$ cat src/rtl/pport_pkg.sv
package pport_pkg;

  typedef enum logic [3:0] {
    ST_F_IDLE,
    ST_F_SETUP,
    ST_F_STROBE,
    ST_R_OFF,
    ST_R_TURN,
    ST_R_IDLE,
    ST_R_REQ,
    ST_R_REL,
    ST_F_TURN
  } pp_state_e;

  // states that wait on a peripheral response and are timed
  function automatic logic is_wait(input pp_state_e s);
    return (s == ST_F_SETUP) || (s == ST_F_STROBE) || (s == ST_R_TURN) ||
           (s == ST_R_REQ) || (s == ST_R_REL) || (s == ST_F_TURN);
  endfunction

  // states in which the host owns the data bus
  function automatic logic is_host_owner(input pp_state_e s);
    return (s == ST_F_IDLE) || (s == ST_F_SETUP) || (s == ST_F_STROBE);
  endfunction

  // states in which the direction line requests reverse
  function automatic logic is_rev_dir(input pp_state_e s);
    return (s == ST_R_TURN) || (s == ST_R_IDLE) || (s == ST_R_REQ) ||
           (s == ST_R_REL);
  endfunction

endpackage

$ cat src/rtl/pport_sync.sv
module pport_sync #(
  parameter int             W       = 1,
  parameter logic [W-1:0]   RST_VAL = '0
) (
  input  logic         clk,
  input  logic         rst_n,
  input  logic [W-1:0] d,
  output logic [W-1:0] q
);

  genvar gi;
  generate
    for (gi = 0; gi < W; gi++) begin : g_bit
      logic meta_q;
      logic sync_q;
      always_ff @(posedge clk or negedge rst_n) begin
        if (!rst_n) begin
          meta_q <= RST_VAL[gi];
          sync_q <= RST_VAL[gi];
        end else begin
          meta_q <= d[gi];
          sync_q <= meta_q;
        end
      end
      assign q[gi] = sync_q;
    end
  endgenerate

endmodule

$ cat src/rtl/pport_timeout.sv
module pport_timeout #(
  parameter int CW = 16
) (
  input  logic          clk,
  input  logic          rst_n,
  input  logic          run,
  input  logic          restart,
  input  logic [CW-1:0] limit,
  output logic          expired
);

  logic [CW-1:0] cnt_q, cnt_d;
  logic          at_limit;

  assign at_limit = (cnt_q >= limit);
  assign expired  = run && !restart && at_limit;

  always_comb begin
    cnt_d = cnt_q;
    if (!run || restart || at_limit) begin
      cnt_d = '0;
    end else begin
      cnt_d = cnt_q + 1'b1;
    end
  end

  always_ff @(posedge clk or negedge rst_n) begin
    if (!rst_n) begin
      cnt_q <= '0;
    end else begin
      cnt_q <= cnt_d;
    end
  end

  // expiry always clears the count for the next wait
  assert_tmo_clears_R10: assert property (@(posedge clk) disable iff (!rst_n)
    expired |=> (cnt_q == '0));

endmodule

$ cat src/rtl/pport_hs_ctrl.sv
module pport_hs_ctrl
  import pport_pkg::*;
#(
  parameter int DW    = 8,
  parameter int TMO_W = 16
) (
  input  logic             clk,
  input  logic             rst_n,
  input  logic             tx_valid,
  output logic             tx_ready,
  input  logic [DW-1:0]    tx_data,
  input  logic             tx_cmd,
  output logic             rx_valid,
  output logic [DW-1:0]    rx_data,
  output logic             rx_cmd,
  input  logic             dir_rev_req,
  input  logic [TMO_W-1:0] tmo_limit,
  output logic             tmo_err,
  output logic             fault_hint,
  output logic [DW-1:0]    pd_out,
  output logic             pd_oe,
  input  logic [DW-1:0]    pd_in,
  output logic             nstrobe,
  output logic             host_ack,
  output logic             ninit,
  output logic             nselectin,
  input  logic             nack,
  input  logic             busy,
  input  logic             nackrev,
  input  logic             nfault
);

  localparam int            SW       = DW + 4;
  localparam logic [SW-1:0] SYNC_RST = {4'b1111, {DW{1'b0}}};

  // reset: asserted asynchronously, released on the clock
  logic rst_meta_q, rst_sync_n;
  always_ff @(posedge clk or negedge rst_n) begin
    if (!rst_n) begin
      rst_meta_q <= 1'b0;
      rst_sync_n <= 1'b0;
    end else begin
      rst_meta_q <= 1'b1;
      rst_sync_n <= rst_meta_q;
    end
  end

  // pin input synchronization
  logic [SW-1:0] sync_q;
  logic          nfault_s, nackrev_s, nack_s, busy_s;
  logic [DW-1:0] pd_in_s;

  pport_sync #(.W(SW), .RST_VAL(SYNC_RST)) u_sync (
    .clk   (clk),
    .rst_n (rst_sync_n),
    .d     ({nfault, nackrev, nack, busy, pd_in}),
    .q     (sync_q)
  );
  assign {nfault_s, nackrev_s, nack_s, busy_s, pd_in_s} = sync_q;

  // state machine
  pp_state_e state_q, state_d, prog_d;
  logic      accept, capture, tmo_hit, restart, cmd_q, cmd_d, hack_d;

  always_comb begin
    prog_d  = state_q;
    accept  = 1'b0;
    capture = 1'b0;
    unique case (state_q)
      ST_F_IDLE: begin
        if (dir_rev_req) begin
          prog_d = ST_R_OFF;
        end else if (tx_valid) begin
          accept = 1'b1;
          prog_d = ST_F_SETUP;
        end
      end
      ST_F_SETUP:  if (!busy_s)    prog_d = ST_F_STROBE;
      ST_F_STROBE: if (busy_s)     prog_d = ST_F_IDLE;
      ST_R_OFF:                    prog_d = ST_R_TURN;
      ST_R_TURN:   if (!nackrev_s) prog_d = ST_R_IDLE;
      ST_R_IDLE:   prog_d = dir_rev_req ? ST_R_REQ : ST_F_TURN;
      ST_R_REQ: begin
        if (!nack_s) begin
          capture = 1'b1;
          prog_d  = ST_R_REL;
        end else if (!dir_rev_req) begin
          prog_d = ST_R_IDLE;
        end
      end
      ST_R_REL:    if (nack_s)     prog_d = ST_R_IDLE;
      ST_F_TURN:   if (nackrev_s)  prog_d = ST_F_IDLE;
      default:                     prog_d = ST_F_IDLE;
    endcase
  end

  assign restart = (prog_d != state_q);

  pport_timeout #(.CW(TMO_W)) u_tmo (
    .clk     (clk),
    .rst_n   (rst_sync_n),
    .run     (is_wait(state_q)),
    .restart (restart),
    .limit   (tmo_limit),
    .expired (tmo_hit)
  );

  assign state_d = tmo_hit ? ST_F_IDLE : prog_d;
  assign cmd_d   = accept ? tx_cmd : cmd_q;

  always_comb begin
    unique case (state_d)
      ST_F_SETUP, ST_F_STROBE: hack_d = !cmd_d;
      ST_R_REQ:                hack_d = 1'b0;
      default:                 hack_d = 1'b1;
    endcase
  end

  always_ff @(posedge clk or negedge rst_sync_n) begin
    if (!rst_sync_n) begin
      state_q  <= ST_F_IDLE;
      nstrobe  <= 1'b1;
      host_ack <= 1'b1;
      ninit    <= 1'b1;
      pd_oe    <= 1'b1;
      pd_out   <= '0;
      cmd_q    <= 1'b0;
      rx_valid <= 1'b0;
      rx_data  <= '0;
      rx_cmd   <= 1'b0;
      tmo_err  <= 1'b0;
    end else begin
      state_q  <= state_d;
      nstrobe  <= (state_d != ST_F_STROBE);
      host_ack <= hack_d;
      ninit    <= !is_rev_dir(state_d);
      pd_oe    <= is_host_owner(state_d);
      rx_valid <= capture;
      tmo_err  <= tmo_hit;
      if (accept) begin
        pd_out <= tx_data;
        cmd_q  <= tx_cmd;
      end
      if (capture) begin
        rx_data <= pd_in_s;
        rx_cmd  <= !busy_s;
      end
    end
  end

  assign tx_ready   = (state_q == ST_F_IDLE) && !dir_rev_req;
  assign nselectin  = 1'b1;
  assign fault_hint = !nfault_s && is_host_owner(state_q);

  // strobe only after busy was seen low
  assert_strobe_waits_busy_R2: assert property (@(posedge clk) disable iff (!rst_sync_n)
    $fell(nstrobe) |-> !$past(busy_s));

  // strobe released only on busy high or timeout
  assert_strobe_release_R2: assert property (@(posedge clk) disable iff (!rst_sync_n)
    ($rose(nstrobe) && !tmo_err) |-> $past(busy_s));

  // data and flag frozen while strobe is low
  assert_data_stable_R3: assert property (@(posedge clk) disable iff (!rst_sync_n)
    (!nstrobe && $past(!nstrobe)) |-> ($stable(pd_out) && $stable(host_ack)));

  // drivers off before direction flips
  assert_oe_before_init_R4: assert property (@(posedge clk) disable iff (!rst_sync_n)
    $fell(ninit) |-> (!pd_oe && !$past(pd_oe)));

  // one-cycle receive pulse with the request withdrawn
  assert_rx_pulse_R5: assert property (@(posedge clk) disable iff (!rst_sync_n)
    rx_valid |-> (host_ack && !$past(host_ack) && $past(!nack_s)));

  // drivers return only after peripheral released the bus
  assert_oe_after_ack_R6: assert property (@(posedge clk) disable iff (!rst_sync_n)
    ($rose(pd_oe) && !tmo_err) |-> $past(nackrev_s));

  // never drive in reverse direction
  assert_no_drive_rev_R7: assert property (@(posedge clk) disable iff (!rst_sync_n)
    !ninit |-> !pd_oe);

  // timeout lands in forward idle
  assert_tmo_idle_R10: assert property (@(posedge clk) disable iff (!rst_sync_n)
    tmo_err |-> (nstrobe && ninit && host_ack && pd_oe));

endmodule

$ cat config.mk
export PLATFORM = sky130hd
export DESIGN_NAME = pport_hs_ctrl
export DESIGN_NICKNAME = d
export VERILOG_FILES = /design/src/rtl/pport_pkg.sv /design/src/rtl/pport_sync.sv /design/src/rtl/pport_timeout.sv /design/src/rtl/pport_hs_ctrl.sv
export SDC_FILE = /design/constraint.sdc
export NUM_CORES = 1
export LEC_CHECK = 0
export BUFFER_PORTS_ARGS = -buffer_cell sky130_fd_sc_hd__buf_4
export CAP_MARGIN = 40
export CORE_ASPECT_RATIO = 0.6
export CORE_MARGIN = 2
export CORE_UTILIZATION = 49
export DETAILED_ROUTE_END_ITERATION = 7
export PLACE_DENSITY = 0.76
export SYNTH_ARGS = -nofsm -noshare
export SYNTH_HDL_FRONTEND = slang
export SYNTH_HIERARCHICAL = 1
export SYNTH_SLANG_ARGS = --single-unit
export TNS_END_PERCENT = 1
$ cat constraint.sdc
create_clock -name clk -period 1.88 [get_ports clk]
set_input_delay 0.376 -clock clk [delete_from_list [all_inputs] [get_ports clk]]
set_output_delay 0.376 -clock clk [all_outputs]
set_load 0.1 [all_outputs]
# Word level (Yosys, flattened, before mapping)
# Cells that the tools add are included.
# W data, S select, Z words.
# op_classes
reduce_logical	28
mux	20
eq_ne	16
add_sub_neg	1
n_lt_le_gt_ge	1
# ops
operator	n
$mux W4	11
$pmux W4 S9	1
$eq A4 B3 Y1 const B	8
$add A16 B1 Y16 const B	1
$ge A16 B16 Y1	1
$mux W16	1
$logic_or A1 B1 Y1	14
$eq A4 B2 Y1 const B	3
$eq A4 B1 Y1 const B	2
$logic_not A4 Y1	2
$logic_not A1 Y1	7
$mux W1	6
$eq A4 B4 Y1 const B	1
$logic_and A1 B1 Y1	4
$ne A4 B2 Y1 const B	1
$ne A4 B4 Y1	1
$pmux W1 S2	1
$reduce_or A2 Y1	1
# totals
reg_bits	70
elab_cells	104

# Longest topological paths before layout
# Gate-level depths: netlist of run 1.
# logic_depth
word_depth	14
ltp_mapped	11
mapped_depth_nobuf	10

# By module
# Netlist of run 1, hierarchy kept.
# modules_own_cells
module	instances	seq_area_each_um2	cells_per_inst	area_each_um2
pport_hs_ctrl	1	755.7	107	1355.0
pport_timeout	1	400.4	130	1163.6
pport_sync	1	610.6	36	700.7

# Worst setup path before layout of run 1
# Ideal clock, no wire load.
# synth_path
kind	register -> output
start	reg state_q[1]
end	out fault_hint
slack_ps	-2054
t_arrival_ps	3558
stages_incl_launch_ff	4
required_ps	1504
n_path_buf	1
path_cell_list	dfrtp_1 buf_2 and2_1 nor4_1
# synth_via
elab_chain_cells	4
word_cells_on_any_way	6
classes_between	eq/ne (2); reduce/logical (4)
# synth_lines
item	line_no	rtl
start, declared	pport_hs_ctrl.sv:62	pp_state_e state_q, state_d, prog_d;
start signal, assigned	pport_hs_ctrl.sv:133	state_q <= state_d;
$eq A4 B1 Y1 / $logic_not A4 Y1 (equally long branches)	pport_pkg.sv:23	return (s == ST_F_IDLE) || (s == ST_F_SETUP) || (s == ST_F_STROBE);
$logic_or A1 B1 Y1	pport_pkg.sv:23	
$logic_or A1 B1 Y1 *	pport_pkg.sv:23	
$logic_and A1 B1 Y1 *	pport_hs_ctrl.sv:153	assign fault_hint = !nfault_s && is_host_owner(state_q);
end, declared	pport_hs_ctrl.sv:19	output logic fault_hint,
# Every way passes the cells marked *; elsewhere a longest branch is shown, timed or not.

# Final worst setup path of run 1
# layout_path
start	reg state_q[0]
end	reg u_tmo.cnt_q[5]
# layout_via
word_cells_on_any_way	29
classes_between	eq/ne (9); mux (11); reduce/logical (9)
# layout_lines
item	line_no	rtl
$mux W4 (on tied branches)	pport_hs_ctrl.sv:87, pport_hs_ctrl.sv:73	
$mux W4 (on tied branches)	pport_hs_ctrl.sv:84, pport_hs_ctrl.sv:71	
$pmux W4 S9	pport_hs_ctrl.sv:69	unique case (state_q)
$ne A4 B4 Y1 *	pport_hs_ctrl.sv:97	assign restart = (prog_d != state_q);
via restart	pport_hs_ctrl.sv:63	logic accept, capture, tmo_hit, restart, cmd_q, cmd_d, hack_d;
$logic_or A1 B1 Y1 * (2 in series)	pport_timeout.sv:20	if (!run || restart || at_limit) begin
$mux W16 *	pport_timeout.sv:20	
via u_tmo.cnt_d[5]	pport_timeout.sv:12	logic [CW-1:0] cnt_q, cnt_d;
end signal, assigned	pport_timeout.sv:31	cnt_q <= cnt_d;
end, declared	pport_timeout.sv:12	
# Mark *: on every way through the listed nets, which the timed path passes. The rest lies on a longest branch.
# A chain may end at the register's enable or synchronous reset.

==> flow_summary.yaml, run 1 <==
critical_path:
  crit_start: "state_q[0]$_DFF_PN0_"
  path_buf_inv: 2
  start_kind: "register"
  crit_type: "register to register"
  r2r_slack_ps: -550
  cp_cell_sequence: "buf_4, nor3_1, a211o_1, nand3_2, xnor2_2, nand3_1, nand2b_4, buf_6, a211oi_4, o21ai_2, nor2_1"
  crit_cells: 11
  cpMaxStageDelayCell: "dfrtp_2"
  r2r_start: "state_q[0]$_DFF_PN0_"
  critical-path-max-stage-delay_ps: 470
  path_max_fanout: 8
  cp.required_ps: 2140
  end_kind: "register"
  r2r_cells: 11
  crit_family: "simple AND/OR/NAND/NOR gates"
  worstPathArrival_ps: 2700
routing:
  wl_per_cell_um: 15.7
  routed_wl_mm: 7.38
  avgViaCountPerCell: 5.10
  dr_wl_met3_um: 499
  drc: 0
  firstDrtPassIters: 4
  drt_iter0_drc: 103
  vias: 2396
  wl_met2_mm: 3.59
  met1Wirelength_mm: 3.15
  top_layer: "met4"
  drtAntennaViolNets: 0
placed_design:
  placedInstanceArea_mm2: 0.00407
  routabilityCongestion: 0.881
  pre_cts_ws_ps: -716
  place_inst: 450
  port_buffers: 65
  hpwl_mm: 5.23
cells_and_area:
  fillers: 440
  nets: 439
  drive_gt1_frac: 0.479
  antenna_cells: 0
  instances_no_fill: 470
  syn_to_final_growth_pct: 37.8
  fin_area_mm2: 0.00444
yosys:
  synth_area_per_cell_um2: 11.8
  synth_edf_count: 0
  netlist_area_mm2: 0.00322
  seq_area_frac_synth: 0.549
  ys_warn_count: 6
  async_flop_share: 1.00
  synth_flop_cell: "dfrtp_1"
  synth_cells: 273
  yosysUniqueCellTypes: 53
  synth_seq_cells: 70
timing:
  fin_skew_ps: 9.91
  fmax_mhz: 411
  setup_viol: 36
  hold_viol: 0
  hold_ws_ps: 138
  maxSlewViolCount: 0
  fin_crit_sh: 1.30
  final.min_clock_period_ps: 2430
  rsz0062_at_grt: "true"
  timing.final.ws_setup_ps: -555
die:
  initial_core_util: 0.517
  die_w_um: 109
  num_rows: 22
  die_area_mm2: 0.00726
  ios: 67
  die_h_um: 66.8
  core-area_mm2: 0.00622
cts:
  cts_buffer_depth: 2
  cts_tree: "built"
  h-tree-depth: 3
  root_buffer: "clkbuf_8"
  clkLatencyLatePin_ps: 340
  path_clk_slew_ps: 80
  clock_sinks: 70
  cts_buffers: 9
power:
  power_w: 0.00759
  p_per_area_mw_per_mm2: 1710
  total_leakage_power_nw: 2.15
  peakVddDrop_mv: 1.34
flow_run:
  max-cap-violations: 0
hold_path:
  hold_class: "input port to register"
  hold-path-cell-count: 1
  worst_hold_startpoint: "pd_in[2]"
global_routing:
  grt_usage: 0.220
  antenna_found_initial: 0
  grt_start_max_net_pins: 22
  grt_pass1_vias: 2449
  overflow: 0
  grt_pass1_wl_mm: 11.8
status:
  status: "finished with violations"
  violations: "negative setup slack"
[placed cells by master (no fill, tap or decap), types with 9 or more instances in the layout]
| cell type | count |
|---|---|
| mux2_2 | 17 |
| nand2_1 | 10 |
| ha_1 | 17 |
| dfrtp_1 | 56 |
| inv_1 | 22 |
| buf_4 | 101 |
| nor2_1 | 23 |
| dfstp_2 | 12 |
| xor2_1 | 9 |
| clkbuf_8 | 9 |
[power by group]
group | total (W) | switching, W | internal (W)
Sequential | 0.00205 | 0.000193 | 0.00186
Clock | 0.00123 | 0.000599 | 0.000628
Combinational | 0.00432 | 0.00292 | 0.00140
Total | 0.00759 | 0.00371 | 0.00388
[cell usage after synthesis, drive strengths merged (2+ instances only)]
master | count | share of area
a2111oi | 2 | 0.0054
a211oi | 2 | 0.0062
a21oi | 6 | 0.0093
a31oi | 2 | 0.0039
and2b | 2 | 0.0051
and3 | 6 | 0.013
and4 | 2 | 0.0054
buf | 17 | 0.041
dfrtp | 58 | 0.45
dfstp | 12 | 0.098
ha | 17 | 0.066
inv | 22 | 0.026
mux2 | 18 | 0.064
nand2 | 11 | 0.015
nand2b | 4 | 0.0078
nand3 | 9 | 0.014
nand4 | 5 | 0.0097
nor2 | 24 | 0.029
nor2b | 2 | 0.0039
nor3 | 9 | 0.017
o21ai | 5 | 0.0089
or3 | 2 | 0.0054
xnor2 | 8 | 0.022
xor2 | 10 | 0.027
[cells by family (layout without fill, tap and decap cells)]
kind of cell	count (synthesis)	after routing	share of synthesized area
other	1	2	0.00116
adder cells (fa/ha/maj)	17	17	0.0661
AO/OA/AOI/OAI	27	28	0.0626
multiplexers	18	18	0.0641
AND/OR/NAND/NOR	82	82	0.139
flip-flops	70	70	0.549
XOR/XNOR	18	18	0.0490
buffers and inverters	40	151	0.0692
[per-layer routing]
| layer | vias up | GRT usage |
|---|---|---|
| met2 | 80 | 0.366 |
| met5 | - | 0 |
| li1 | 1133 | - |
| met4 | 0 | 0.0705 |
| met1 | 1165 | 0.287 |
| met3 | 18 | 0.0509 |
[layout make-up]
type	count	area [um^2]	share of cell area
Clock buffer	9	124	0.0279
Sequential cell	70	1770	0.399
Inverter	22	82.6	0.0186
Clock inverter	7	80.1	0.0180
Tap cell	84	105	0.0237
Multi-Input combinational cell	165	1350	0.304
Timing Repair Buffer	113	927	0.209
[stage by stage]
stage	util	TNS [ps]
after detailed placement	0.654	-13690
after CTS	0.708	-9530
final	0.713	-12450
after global placement	0.654	-11390
after global routing	0.713	-16440
after floorplan	-	-19870
[sequential cells by signal, indices dropped and copies added (netlist names)]
signal / flops
cmd_q: 1
host_ack: 1
ninit: 1
nstrobe: 1
pd_oe: 1
pd_out: 8
rst_meta_q: 1
rst_sync_n: 1
rx_cmd: 1
rx_data: 8
rx_valid: 1
state_q: 4
tmo_err: 1
u_sync/g_bit.meta_q: 12
u_sync/g_bit.sync_q: 12
u_tmo/cnt_q: 16
[worst paths after layout]
path | to
hold / removal | u_sync/g_bit[2].meta_q$_DFF_PN0_
setup reg to reg | u_tmo/cnt_q[5]$_DFF_PN0_
setup / recovery | u_tmo/cnt_q[5]$_DFF_PN0_
max in group asynchronous | u_sync/g_bit[8].sync_q$_DFF_PN1_
hold reg to reg | rx_data[4]$_DFFE_PN0P_
min in group asynchronous | rx_data[4]$_DFFE_PN0P_
[repair_timing]
| item | in CTS | in global routing |
|---|---|---|
| cloned | 0 | 1 |
| buffers inserted | 3 | 1 |
| pin swaps | 17 | 2 |
| gates resized for setup | 26 | 3 |
| endpoints found under the setup margin | 35 | 36 |
| hold buffers | 1 | 0 |
| endpoints found under the hold margin | 2 | 0 |
No activity file was read; power rests on OpenSTA's default activity.
==> run 2: changes to the inputs <==
--- a/config.mk
+++ b/config.mk
@@ -8,7 +8,6 @@
 export BUFFER_PORTS_ARGS = -buffer_cell sky130_fd_sc_hd__buf_4
 export CAP_MARGIN = 40
 export CORE_ASPECT_RATIO = 0.6
-export CORE_MARGIN = 2
 export CORE_UTILIZATION = 49
 export DETAILED_ROUTE_END_ITERATION = 7
 export PLACE_DENSITY = 0.76
==> run 2 against run 1 <==
  * The flow still finishes with violations (negative setup slack)
  * Worst hold slack worse by 60 ps
  * Routed wire length is 11% lower
  * Cell area shrank 0.23%
  * Sequential power is essentially flat
  * Global-route usage fell by 0.70 points
  * Final cell count down 0.43%
  * Register-to-register slack improved by 90 ps
  * Total power is 1.1% lower
==> flow_summary.yaml, run 2 (synthesized netlist as in run 1, its figures left out) <==
cts:
  cts_buffer_depth: 2
  path_clk_slew_ps: 80
  h-tree-depth: 3
  cts_tree: "built"
  clock_sinks: 70
  clkLatencyLatePin_ps: 350
  root_buffer: "clkbuf_8"
  cts_buffers: 9
power:
  p_per_area_mw_per_mm2: 1700
  switching_share: 0.485
  peakVddDrop_mv: 1.30
  combPwrFrac: 0.566
  p_int_w: 0.00386
  p_clk_frac: 0.163
  p_switching_w: 0.00364
  total_leakage_power_nw: 2.15
  p_seq_frac: 0.271
routing:
  drt_iter0_drc: 78
  wl_per_cell_um: 14.0
  firstDrtPassIters: 4
  drc: 0
  vias: 2336
  drtAntennaViolNets: 0
  avgViaCountPerCell: 4.99
  routed_wl_mm: 6.57
die:
  die_w_um: 107
  initial_core_util: 0.517
  die_h_um: 64.8
  die_area_mm2: 0.00691
  num_rows: 22
  core-area_mm2: 0.00622
  ios: 67
global_routing:
  grt_pass1_wl_mm: 10.9
  grt_start_max_net_pins: 39
  grt_usage: 0.213
  overflow: 0
  antenna_found_initial: 0
  grt_pass1_vias: 2262
flow_run:
  max-cap-violations: 0
critical_path:
  end_kind: "register"
  crit_type: "register to register"
  endpoint: "pd_oe$_DFF_PN1_"
  r2r_slack_ps: -460
  cp.required_ps: 2170
  worstPathArrival_ps: 2630
  start_kind: "register"
  crit_start: "state_q[1]$_DFF_PN0_"
  r2r_start: "state_q[1]$_DFF_PN0_"
  reg2reg_to: "pd_oe$_DFF_PN1_"
  r2r_cells: 11
  path_max_fanout: 5
timing:
  rsz0062_at_grt: "true"
  fmax_mhz: 427
  fin_crit_sh: 1.24
  final.min_clock_period_ps: 2340
  maxSlewViolCount: 0
  hold_ws_ps: 77.5
  fin_skew_ps: 11.7
  setup_viol: 36
  timing.final.ws_setup_ps: -460
  hold_viol: 0
placed_design:
  pre_cts_ws_ps: -686
  placedInstanceArea_mm2: 0.00405
  routabilityCongestion: 0.894
  hpwl_mm: 4.82
  port_buffers: 65
cells_and_area:
  regMostFlops: "u_tmo/cnt_q"
  largest_reg_flops: 16
  nets: 437
  layout_commonest_cell: "buf_4"
  syn_to_final_growth_pct: 37.5
  fin_area_mm2: 0.00443
  antenna_cells: 0
  drive_gt1_frac: 0.477
  post-route-util: 0.712
  final_cell_mix: "103 x buf_4, 56 x dfrtp_1, 23 x nor2_1"
  reg_top3: "u_tmo/cnt_q x16, u_sync/g_bit.meta_q x12, u_sync/g_bit.sync_q x12"
status:
  status: "finished with violations"
  violations: "negative setup slack"
hold_path:
  hold_class: "register to asynchronous set/reset pin"
-- run 2: cell count changes in the layout (fill, tap and decap cells not counted), sizes merged --
cell | previous run | this run
clkinv | 1 | 2
clkinvlp | 2 | 1
buf | 112 | 111
o21ai | 6 | 5
-- run 2: critical path, stage by stage, from the launching register on --
cell and delay (ps):
dfrtp_1 410, buf_6 140, or2b_1 230, a311oi_2 340, xnor2_1 190, nand3_1 100
nand2b_4 160, nor2b_4 180, nor3_2 60, buf_4 140, or2_4 230, a21oi_2 100
-- run 2: final cells by class --
type | instances | area (um^2)
fill | 446 | 1790
sequential | 70 | 1770
multi-input combinational | 164 | 1370
timing repair buffer | 112 | 900
clock buffer | 9 | 124
tap | 84 | 105
inverter | 22 | 82.6
clock inverter | 7 | 77.6
-- run 2: repair_timing --
action	in CTS	in global routing
endpoints found under the setup margin	35	36
endpoints found under the hold margin	2	0
hold buffers	1	0
pin swaps	6	9
resized for setup	23	8
setup buffers	3	0
-- run 2: how the worst min path moves through the flow --
stage / slack [ps] / cells past startpoint / end
2_1_floorplan: 80 / 0 / rst_meta_q$_DFF_PN0_
3_3_place_gp: 70 / 0 / u_sync/g_bit[7].meta_q$_DFF_PN0_
3_5_place_dp: 70 / 0 / u_sync/g_bit[7].meta_q$_DFF_PN0_
4_1_cts: 80 / 0 / u_sync/g_bit[0].meta_q$_DFF_PN0_
5_1_grt: 90 / 0 / u_sync/g_bit[4].meta_q$_DFF_PN0_
6_report: 80 / 0 / u_sync/g_bit[0].meta_q$_DFF_PN0_
-- run 2: routing by layer --
metal,wire length (um),GRT usage,share of wire
met1,3140,0.292,0.48
met2,3000,0.315,0.46
met3,352,0.0684,0.054
met4,82,0.0839,0.012
met5,0,0,0
-- run 2: power groups by stage --
stage               registers, W  logic, W  clock network [W]
CTS                      0.00203   0.00412            0.00125
detailed placement       0.00204   0.00387                  0
global route             0.00208   0.00445            0.00131
finish                   0.00204   0.00425            0.00122
global placement         0.00203   0.00382                  0
floorplan                0.00369   0.00126                  0
-- run 2: through the flow --
| stage | cells | setup TNS [ps] | power [W] |
|---|---|---|---|
| finish | 468 | -9970 | 0.00751 |
| detailed placement | 449 | -12040 | 0.00591 |
| global route | 468 | -14140 | 0.00783 |
| global placement | 449 | -10290 | 0.00584 |
| floorplan | 274 | -19870 | 0.00496 |
| CTS | 468 | -10650 | 0.00740 |
